[src/rtl/sdram_refresh_sched.sv]
module sdram_refresh_sched #(
  parameter int CNT_W      = 9,
  parameter int PRE_W      = 4,
  parameter int NBLK       = 2,
  parameter int BUSY_SHORT = 3,
  parameter int BUSY_MID   = 6,
  parameter int BUSY_LONG  = 9
) (
  input  logic             clk,
  input  logic             rst_n,
  input  logic [CNT_W-1:0] rfsh_count,
  input  logic [1:0]       rfsh_timing,
  input  logic             self_req,
  input  logic [NBLK-1:0]  blk_en,
  input  logic             refresh_gnt,
  output logic             refresh_req,
  output logic [NBLK-1:0]  ref_strobe,
  output logic             sr_enter,
  output logic             sr_exit,
  output logic             busy_win
);

  localparam int IW = CNT_W + PRE_W;
  localparam int BW = $clog2(BUSY_LONG + 1);

  logic [IW-1:0] intv_q;
  logic [BW-1:0] busy_q;
  logic          in_sr_q;
  logic [BW-1:0] dur;

  wire due      = (intv_q == '0);
  wire idle     = (busy_q == '0);
  wire go_enter = self_req & ~in_sr_q & idle;
  wire go_exit  = ~self_req & in_sr_q;

  assign refresh_req = due & (|blk_en) & ~in_sr_q;
  wire   issue       = refresh_req & refresh_gnt & idle & ~go_enter;
  assign busy_win    = ~idle;

  always_comb begin
    case (rfsh_timing)
      2'b00:   dur = BW'(BUSY_SHORT);
      2'b01:   dur = BW'(BUSY_MID);
      default: dur = BW'(BUSY_LONG);
    endcase
  end

  always_ff @(posedge clk) begin
    if (!rst_n) begin
      intv_q     <= {rfsh_count, {PRE_W{1'b1}}};
      busy_q     <= '0;
      in_sr_q    <= 1'b0;
      ref_strobe <= '0;
      sr_enter   <= 1'b0;
      sr_exit    <= 1'b0;
    end else begin
      sr_enter   <= go_enter;
      sr_exit    <= go_exit;
      ref_strobe <= issue ? blk_en : '0;

      if (go_enter)     in_sr_q <= 1'b1;
      else if (go_exit) in_sr_q <= 1'b0;

      if (issue)      busy_q <= dur;
      else if (!idle) busy_q <= busy_q - BW'(1);

      if (issue)                  intv_q <= {rfsh_count, {PRE_W{1'b1}}};
      else if (!in_sr_q && !due)  intv_q <= intv_q - IW'(1);
    end
  end

  assert_strobe_opens_window_R3: assert property (@(posedge clk) disable iff (!rst_n)
    (|ref_strobe) |-> busy_win);

  assert_masked_block_R4: assert property (@(posedge clk) disable iff (!rst_n)
    (ref_strobe & ~$past(blk_en)) == '0);

  assert_enter_pulse_R5: assert property (@(posedge clk) disable iff (!rst_n)
    sr_enter |=> !sr_enter);

  assert_exit_after_clear_R6: assert property (@(posedge clk) disable iff (!rst_n)
    sr_exit |-> !$past(self_req));

  assert_quiet_in_self_R7: assert property (@(posedge clk) disable iff (!rst_n)
    in_sr_q |-> (!refresh_req && ref_strobe == '0));

  assert_single_strobe_R9: assert property (@(posedge clk) disable iff (!rst_n)
    (|ref_strobe) |=> (ref_strobe == '0));

  assert_granted_only_R9: assert property (@(posedge clk) disable iff (!rst_n)
    (|ref_strobe) |-> $past(refresh_gnt && refresh_req));

endmodule

[config.mk]
export PLATFORM = sky130hd
export DESIGN_NAME = sdram_refresh_sched
export DESIGN_NICKNAME = d
export VERILOG_FILES = /design/src/rtl/sdram_refresh_sched.sv
export SDC_FILE = /design/constraint.sdc
export NUM_CORES = 1
export LEC_CHECK = 0
export ABC_AREA = 1
export BUFFER_PORTS_ARGS = -buffer_cell sky130_fd_sc_hd__clkbuf_2
export CAP_MARGIN = 20
export CORE_UTILIZATION = 30
export CTS_CLUSTER_DIAMETER = 200
export DETAILED_ROUTE_END_ITERATION = 7
export PLACE_DENSITY = 0.55
export SLEW_MARGIN = 25
export SYNTH_ARGS = -nofsm -noshare
export SYNTH_HDL_FRONTEND = slang
export SYNTH_SLANG_ARGS = --single-unit
[constraint.sdc]
create_clock -name clk -period 2 [get_ports clk]
set_clock_uncertainty 0.15 [all_clocks]
set_input_delay 0.5 -clock clk [delete_from_list [all_inputs] [get_ports clk]]
set_output_delay 0.5 -clock clk [all_outputs]
set_load 0.005 [all_outputs]
==> flow_metrics.tcl, run 1 <==
set metrics [dict create \
    num_antenna_cells 0 \
    netlist_area_mm2 0.00123 \
    leakage_nw 0.730 \
    globalRouteOverflowTotal 0 \
    r2r-end "intv_q[11]" \
    cpMaxStageDelayCell "edfxtp_1" \
    cts_made_buffers 3 \
    ant_nets 0 \
    seqCellArea_um2 531 \
    cts_tree "yes" \
    hold_slack_ps 283 \
    wl_per_cell_um 11.4 \
    grt_pass1_wl_um 4840 \
    r2r-start "intv_q[4]" \
    num_io_pins 23 \
    utilization 0.412 \
    worst_slew_pin_slew_ps 334 \
    die-height_um 66.1 \
    die_area_mm2 0.00437 \
    synthTopCellsByArea "edfxtp_1, dfxtp_1, nand2_1" \
    clk_pin_slew_worst_paths_ps 70 \
    power.density_mw_per_mm2 983 \
    crit_path_end_kind "primary output" \
    syn_inst 154 \
    pwr-share-clk 0.181 \
    p_int_mw 1.01 \
    clock-sinks 22 \
    finalSetupViolations 0 \
    critPathKind "register to primary output" \
    layout.nets 217 \
    yosys.area.top_type_share 0.219 \
    final.period_utilization 0.977 \
    chipWidth_um 66.1 \
    crit_family "simple AND/OR/NAND/NOR gates" \
    cp_max_fo 4 \
    cp_cell_sequence "nor2_2, nand2_2, nor2_4, nand3_2, inv_2, clkbuf_2" \
    placed_area_mm2 0.00146 \
    portBuffers 22 \
    drtIter0Drc 27 \
    htreeDepth 1 \
    fillers 402 \
    drc 0 \
    dpl.hpwl_um 2080 \
    dr.pass1.iters 4 \
    initial_utilization 0.324 \
    clock_latency_ps 260 \
    slew_viol_final 0 \
    slowest_delay_ps 410 \
    grtUsageTotal 0.144 \
    routed_via_density 4.51 \
    cts-root-buf "clkbuf_8" \
    antenna_found_initial 0 \
    grt_pass1_vias 1150 \
    cts_buffer_depth 2 \
    worstPathRequired_ps 1350 \
    fin_crit_ps 1950 \
    layout_commonest_cell "nand2_1" \
    synth.yosys.seq_area_share 0.430 \
    drive_gt1_frac 0.292 \
    swShare 0.341 \
    cp_data_arrival_time_ps 1300 \
    core.rowCount 22 \
    endpoint "refresh_req" \
    cp-startpoint "intv_q[5]" \
    worstSetupStartpointType "register" \
    seq_power_share 0.417 \
    syn_nets 175 \
    ys_ff_latch 22 \
    multi_input_area_um2 623 \
    vdd_ir_drop_max_uv 443 \
    hold_viol_final 0 \
    area.growth.synth_to_final_pct 26.9 \
    hold_class "primary input to register" \
    vias 1095 \
    rsz0062_at_grt "true" \
    final_cell_mix "nand2_1, clkbuf_2, nor2_1" \
    cp.buffers_inverters 2 \
    power_frac_comb 0.402 \
    path_depth 6 \
    cap_violations 0 \
    outcome "finished, final reports clean" \
    synth_largest_area_cell "edfxtp_1" \
    grt_max_degree 15 \
    yosys.cell_types.count 22 \
    core-area_mm2 0.00380 \
    routed_wl_um 2760 \
    yosys_warnings 0 \
    power_switching_mw 0.523 \
    stdcell_area_mm2 0.00156 \
    cts-hold-fix-buffers 0 \
    gp_congestion 0.819 \
    clock.fmax_mhz 512 \
    postSynthAreaPerCell_um2 8.00 \
    r2r_setup_slack_ps 120 \
    maxSlewHeadroom 0.777 \
    reg2reg_depth 8 \
]
[worst min-delay path by stage]
stage / from / endpoint / slack [ps] / cells past startpoint
after floorplan: intv_q[0] / intv_q[0] / 290 / 2
after global placement: intv_q[0] / intv_q[0] / 300 / 2
after detailed placement: intv_q[1] / intv_q[1] / 330 / 2
after CTS: self_req / sr_exit / 280 / 2
after global routing: self_req / sr_exit / 290 / 2
final: self_req / sr_exit / 280 / 2
[power by group through the flow]
stage / Sequential [mW] / Combinational, mW / Clock (mW)
final: 0.641 / 0.618 / 0.278
after global routing: 0.652 / 0.705 / 0.309
after CTS: 0.641 / 0.611 / 0.288
after detailed placement: 0.655 / 0.575 / 0
after global placement: 0.654 / 0.561 / 0
after floorplan: 0.649 / 0.389 / 0
[metal layers]
| layer | wire length (um) | vias up | global-route usage |
|---|---|---|---|
| li1 | - | 581 | - |
| met1 | 1330 | 493 | 0.185 |
| met2 | 1330 | 21 | 0.253 |
| met3 | 94 | 0 | 0.0224 |
| met4 | 0 | 0 | 0.0319 |
| met5 | 0 | - | 0 |
[metrics by stage]
| step | power, mW | instances | setup WS, ps | setup TNS (ps) |
|---|---|---|---|---|
| floorplan | 1.04 | 154 | 178 | 0 |
| global placement | 1.21 | 232 | 128 | 0 |
| detailed placement | 1.23 | 232 | 82.7 | 0 |
| CTS | 1.54 | 241 | 10.6 | 0 |
| global route | 1.67 | 243 | -46.2 | -46.2 |
| finish | 1.54 | 243 | 45.4 | 0 |
[sequential cells by signal, summed over array words and instances (netlist names)]
name	flops
busy_q	4
sr_exit	1
ref_strobe	2
intv_q	13
in_sr_q	1
sr_enter	1
[synth_stat cells]
master / instances
xnor2_1: 1
or2_2: 1
edfxtp_1: 9
nand2_1: 27
nor3_1: 4
nand4_1: 3
xor2_1: 10
o21ai_0: 18
nand2_2: 3
buf_2: 1
inv_1: 18
nand3_2: 1
nor2_1: 22
a21oi_1: 2
nor2_4: 3
nor2_2: 2
dfxtp_1: 13
buf_6: 1
nand3_1: 7
ha_1: 4
o211ai_1: 2
o21ai_2: 2
[area by class of cell]
type | instances | area share
multi-input cells | 112 | 0.398
clock buffers | 4 | 0.0288
well taps | 48 | 0.0384
repair buffers | 39 | 0.152
inverters | 18 | 0.0432
flip-flops and latches | 22 | 0.339
[worst reg2reg max path, stage by stage (launching register included)]
cell      delay, ps
edfxtp_1        400
buf_4           150
buf_4           130
inv_1            50
nand4_1         190
nor2_1          230
nand2_1          90
xor2_1          140
o21ai_0         100
[kinds of logic after synthesis]
| kind of cell | count (synthesis) | synth area share |
|---|---|---|
| xor+xnor | 11 | 0.0782 |
| fa+ha+maj | 4 | 0.0406 |
| flops | 22 | 0.430 |
| compound gates | 24 | 0.108 |
| simple gates | 73 | 0.275 |
| buf+inv | 20 | 0.0680 |
[repair_timing]
| action | 4_1_cts | 5_1_grt |
|---|---|---|
| setup buffers | 5 | 2 |
| endpoints found under the setup margin | 1 | 11 |
| pin swaps | 4 | 4 |
| resized for setup | 1 | 2 |
Power figures use the tool's default switching activity.
==> run 2: changes to the inputs <==
--- a/config.mk
+++ b/config.mk
@@ -8,10 +8,12 @@
 export ABC_AREA = 1
 export BUFFER_PORTS_ARGS = -buffer_cell sky130_fd_sc_hd__clkbuf_2
 export CAP_MARGIN = 20
-export CORE_UTILIZATION = 30
+export CELL_PAD_IN_SITES_DETAIL_PLACEMENT = 0
+export CELL_PAD_IN_SITES_GLOBAL_PLACEMENT = 1
+export CORE_UTILIZATION = 39
 export CTS_CLUSTER_DIAMETER = 200
 export DETAILED_ROUTE_END_ITERATION = 7
-export PLACE_DENSITY = 0.55
+export PLACE_DENSITY = 0.84
 export SLEW_MARGIN = 25
 export SYNTH_ARGS = -nofsm -noshare
 export SYNTH_HDL_FRONTEND = slang
==> run 2 against run 1 <==
Compared with the run above: global-route usage is 2.9 points higher; sequential cell count stayed put; first-iteration DRC count is 33% lower; fmax is 0.93% lower; sequential power hardly changed; die area is 22% lower; utilization is 10 points higher; largest power group unchanged.
==> flow_metrics.tcl, run 2 (synthesis results as in run 1) <==
set metrics [dict create \
    hold_depth 3 \
    rsz0062_at_grt "true" \
    routed_wl_um 2650 \
    power.density_mw_per_mm2 948 \
    top_register "intv_q" \
    grt_pass1_vias 1078 \
    hold_slack_ps 237 \
    critPathKind "register to primary output" \
    core.rowCount 20 \
    die-height_um 58.2 \
    slew_viol_final 0 \
    place_inst 227 \
    grtUsageTotal 0.173 \
    drc 0 \
    leakage_nw 0.736 \
    hold_end "ref_strobe[0]" \
    fin_crit_ps 1970 \
    vdd_ir_drop_max_uv 474 \
    utilization 0.514 \
    cp_cell_sequence "nor2_2, nand2_2, nor2_4, nand3_2, inv_1, buf_2" \
    clock-sinks 22 \
    met2_length_um 1290 \
    highest_layer "met4" \
    hold_viol_final 0 \
    initial_utilization 0.407 \
    vias 1122 \
    cap_violations 0 \
    cts-root-buf "clkbuf_4" \
    cp_max_fo 2 \
    hold_class "primary input to register" \
    dr.pass1.iters 4 \
    num_antenna_cells 0 \
    portBuffers 22 \
    dpl.hpwl_um 2000 \
    finalSetupViolations 0 \
    crit_path_end_kind "primary output" \
    r2r-start "intv_q[5]" \
    drive_gt1_frac 0.306 \
    cp-startpoint "intv_q[5]" \
    reg2reg_depth 8 \
    layout.nets 218 \
    grt_pass1_wl_um 4370 \
    antenna_found_initial 0 \
    cts_made_buffers 3 \
    cp_data_arrival_time_ps 1320 \
    r2r_setup_slack_ps 180 \
    chipWidth_um 58.2 \
    routed_via_density 4.68 \
    final_cell_count_no_fill 240 \
    clock.fmax_mhz 507 \
    wl_met1_um 1220 \
    min_from "blk_en[0]" \
    final_cell_mix "nand2_1, nor2_1, clkbuf_2" \
    slowest_delay_ps 420 \
    stdcell_area_mm2 0.00156 \
    met3WireLength_um 104 \
    outcome "finished, final reports clean" \
    htreeDepth 1 \
    final.period_utilization 0.986 \
    maxSlewHeadroom 0.823 \
    area.growth.synth_to_final_pct 26.3 \
    placed_area_mm2 0.00145 \
    wl_per_cell_um 11.0 \
    power_mw 1.47 \
    cts_buffer_depth 2 \
    worstPathRequired_ps 1350 \
    gp_congestion 0.777 \
    grt_max_degree 13 \
    cts-hold-fix-buffers 0 \
    worstSetupStartpointType "register" \
    clock_latency_ps 300 \
    clk_pin_slew_worst_paths_ps 120 \
    core-area_mm2 0.00303 \
    layout_commonest_cell "nand2_1" \
    drtIter0Drc 18 \
    cpMaxStageDelayCell "edfxtp_1" \
    die_area_mm2 0.00339 \
    globalRouteOverflowTotal 0 \
    worst_slew_pin_slew_ps 263 \
    top_regs "intv_q (13), busy_q (4), ref_strobe (2)" \
    largest_register_ffs 13 \
    cts_tree "yes" \
    ant_nets 0 \
    num_io_pins 23 \
    r2r-end "intv_q[12]" \
]
## run 2: how the worst max path moves through the flow
stage                  end  slack (ps)  depth (start not counted)
4_1_cts        refresh_req           6                          6
5_1_grt        refresh_req         -80                          6
3_3_place_gp     intv_q[9]         120                          8
2_1_floorplan   intv_q[10]         180                          7
6_report       refresh_req          30                          6
3_5_place_dp     intv_q[9]          40                          8
## run 2: layout make-up
cell class                 count  area (um^2)
inverter                      18         67.6
timing repair buffer          40          245
multi-input combinational    112          631
sequential                    22          532
clock buffer                   4         26.3
tap                           44         55.1
fill                         297         1470
## run 2: per-stage QoR
step | TNS [ps] | worst slack (ps)
after floorplan | 0 | 178
after global placement | 0 | 116
after detailed placement | 0 | 35.5
after CTS | 0 | 5.87
after global routing | -80.2 | -80.2
final | 0 | 27.2
## run 2: where the power goes
group,internal (mW),switching (mW)
logic,0.293,0.335
clock network,0.0777,0.130
registers,0.581,0.0576
## run 2: worst max-delay path: cells and delay by family (launching register included)
| family | cells | cell delay [ps] |
|---|---|---|
| simple gates | 4 | 460 |
| flops | 1 | 420 |
| buf+inv | 2 | 160 |
## run 2: layer usage
layer,global-route usage,up-vias
li1,-,587
met1,0.215,505
met2,0.296,26
met3,0.0223,4
met4,0.0816,0
met5,0,-
## run 2: repair_timing
| item | 4_1_cts | 5_1_grt |
|---|---|---|
| pin swaps | 4 | 6 |
| setup endpoints to repair | 1 | 13 |
| resized for setup | 2 | 4 |
| buffers inserted | 8 | 1 |
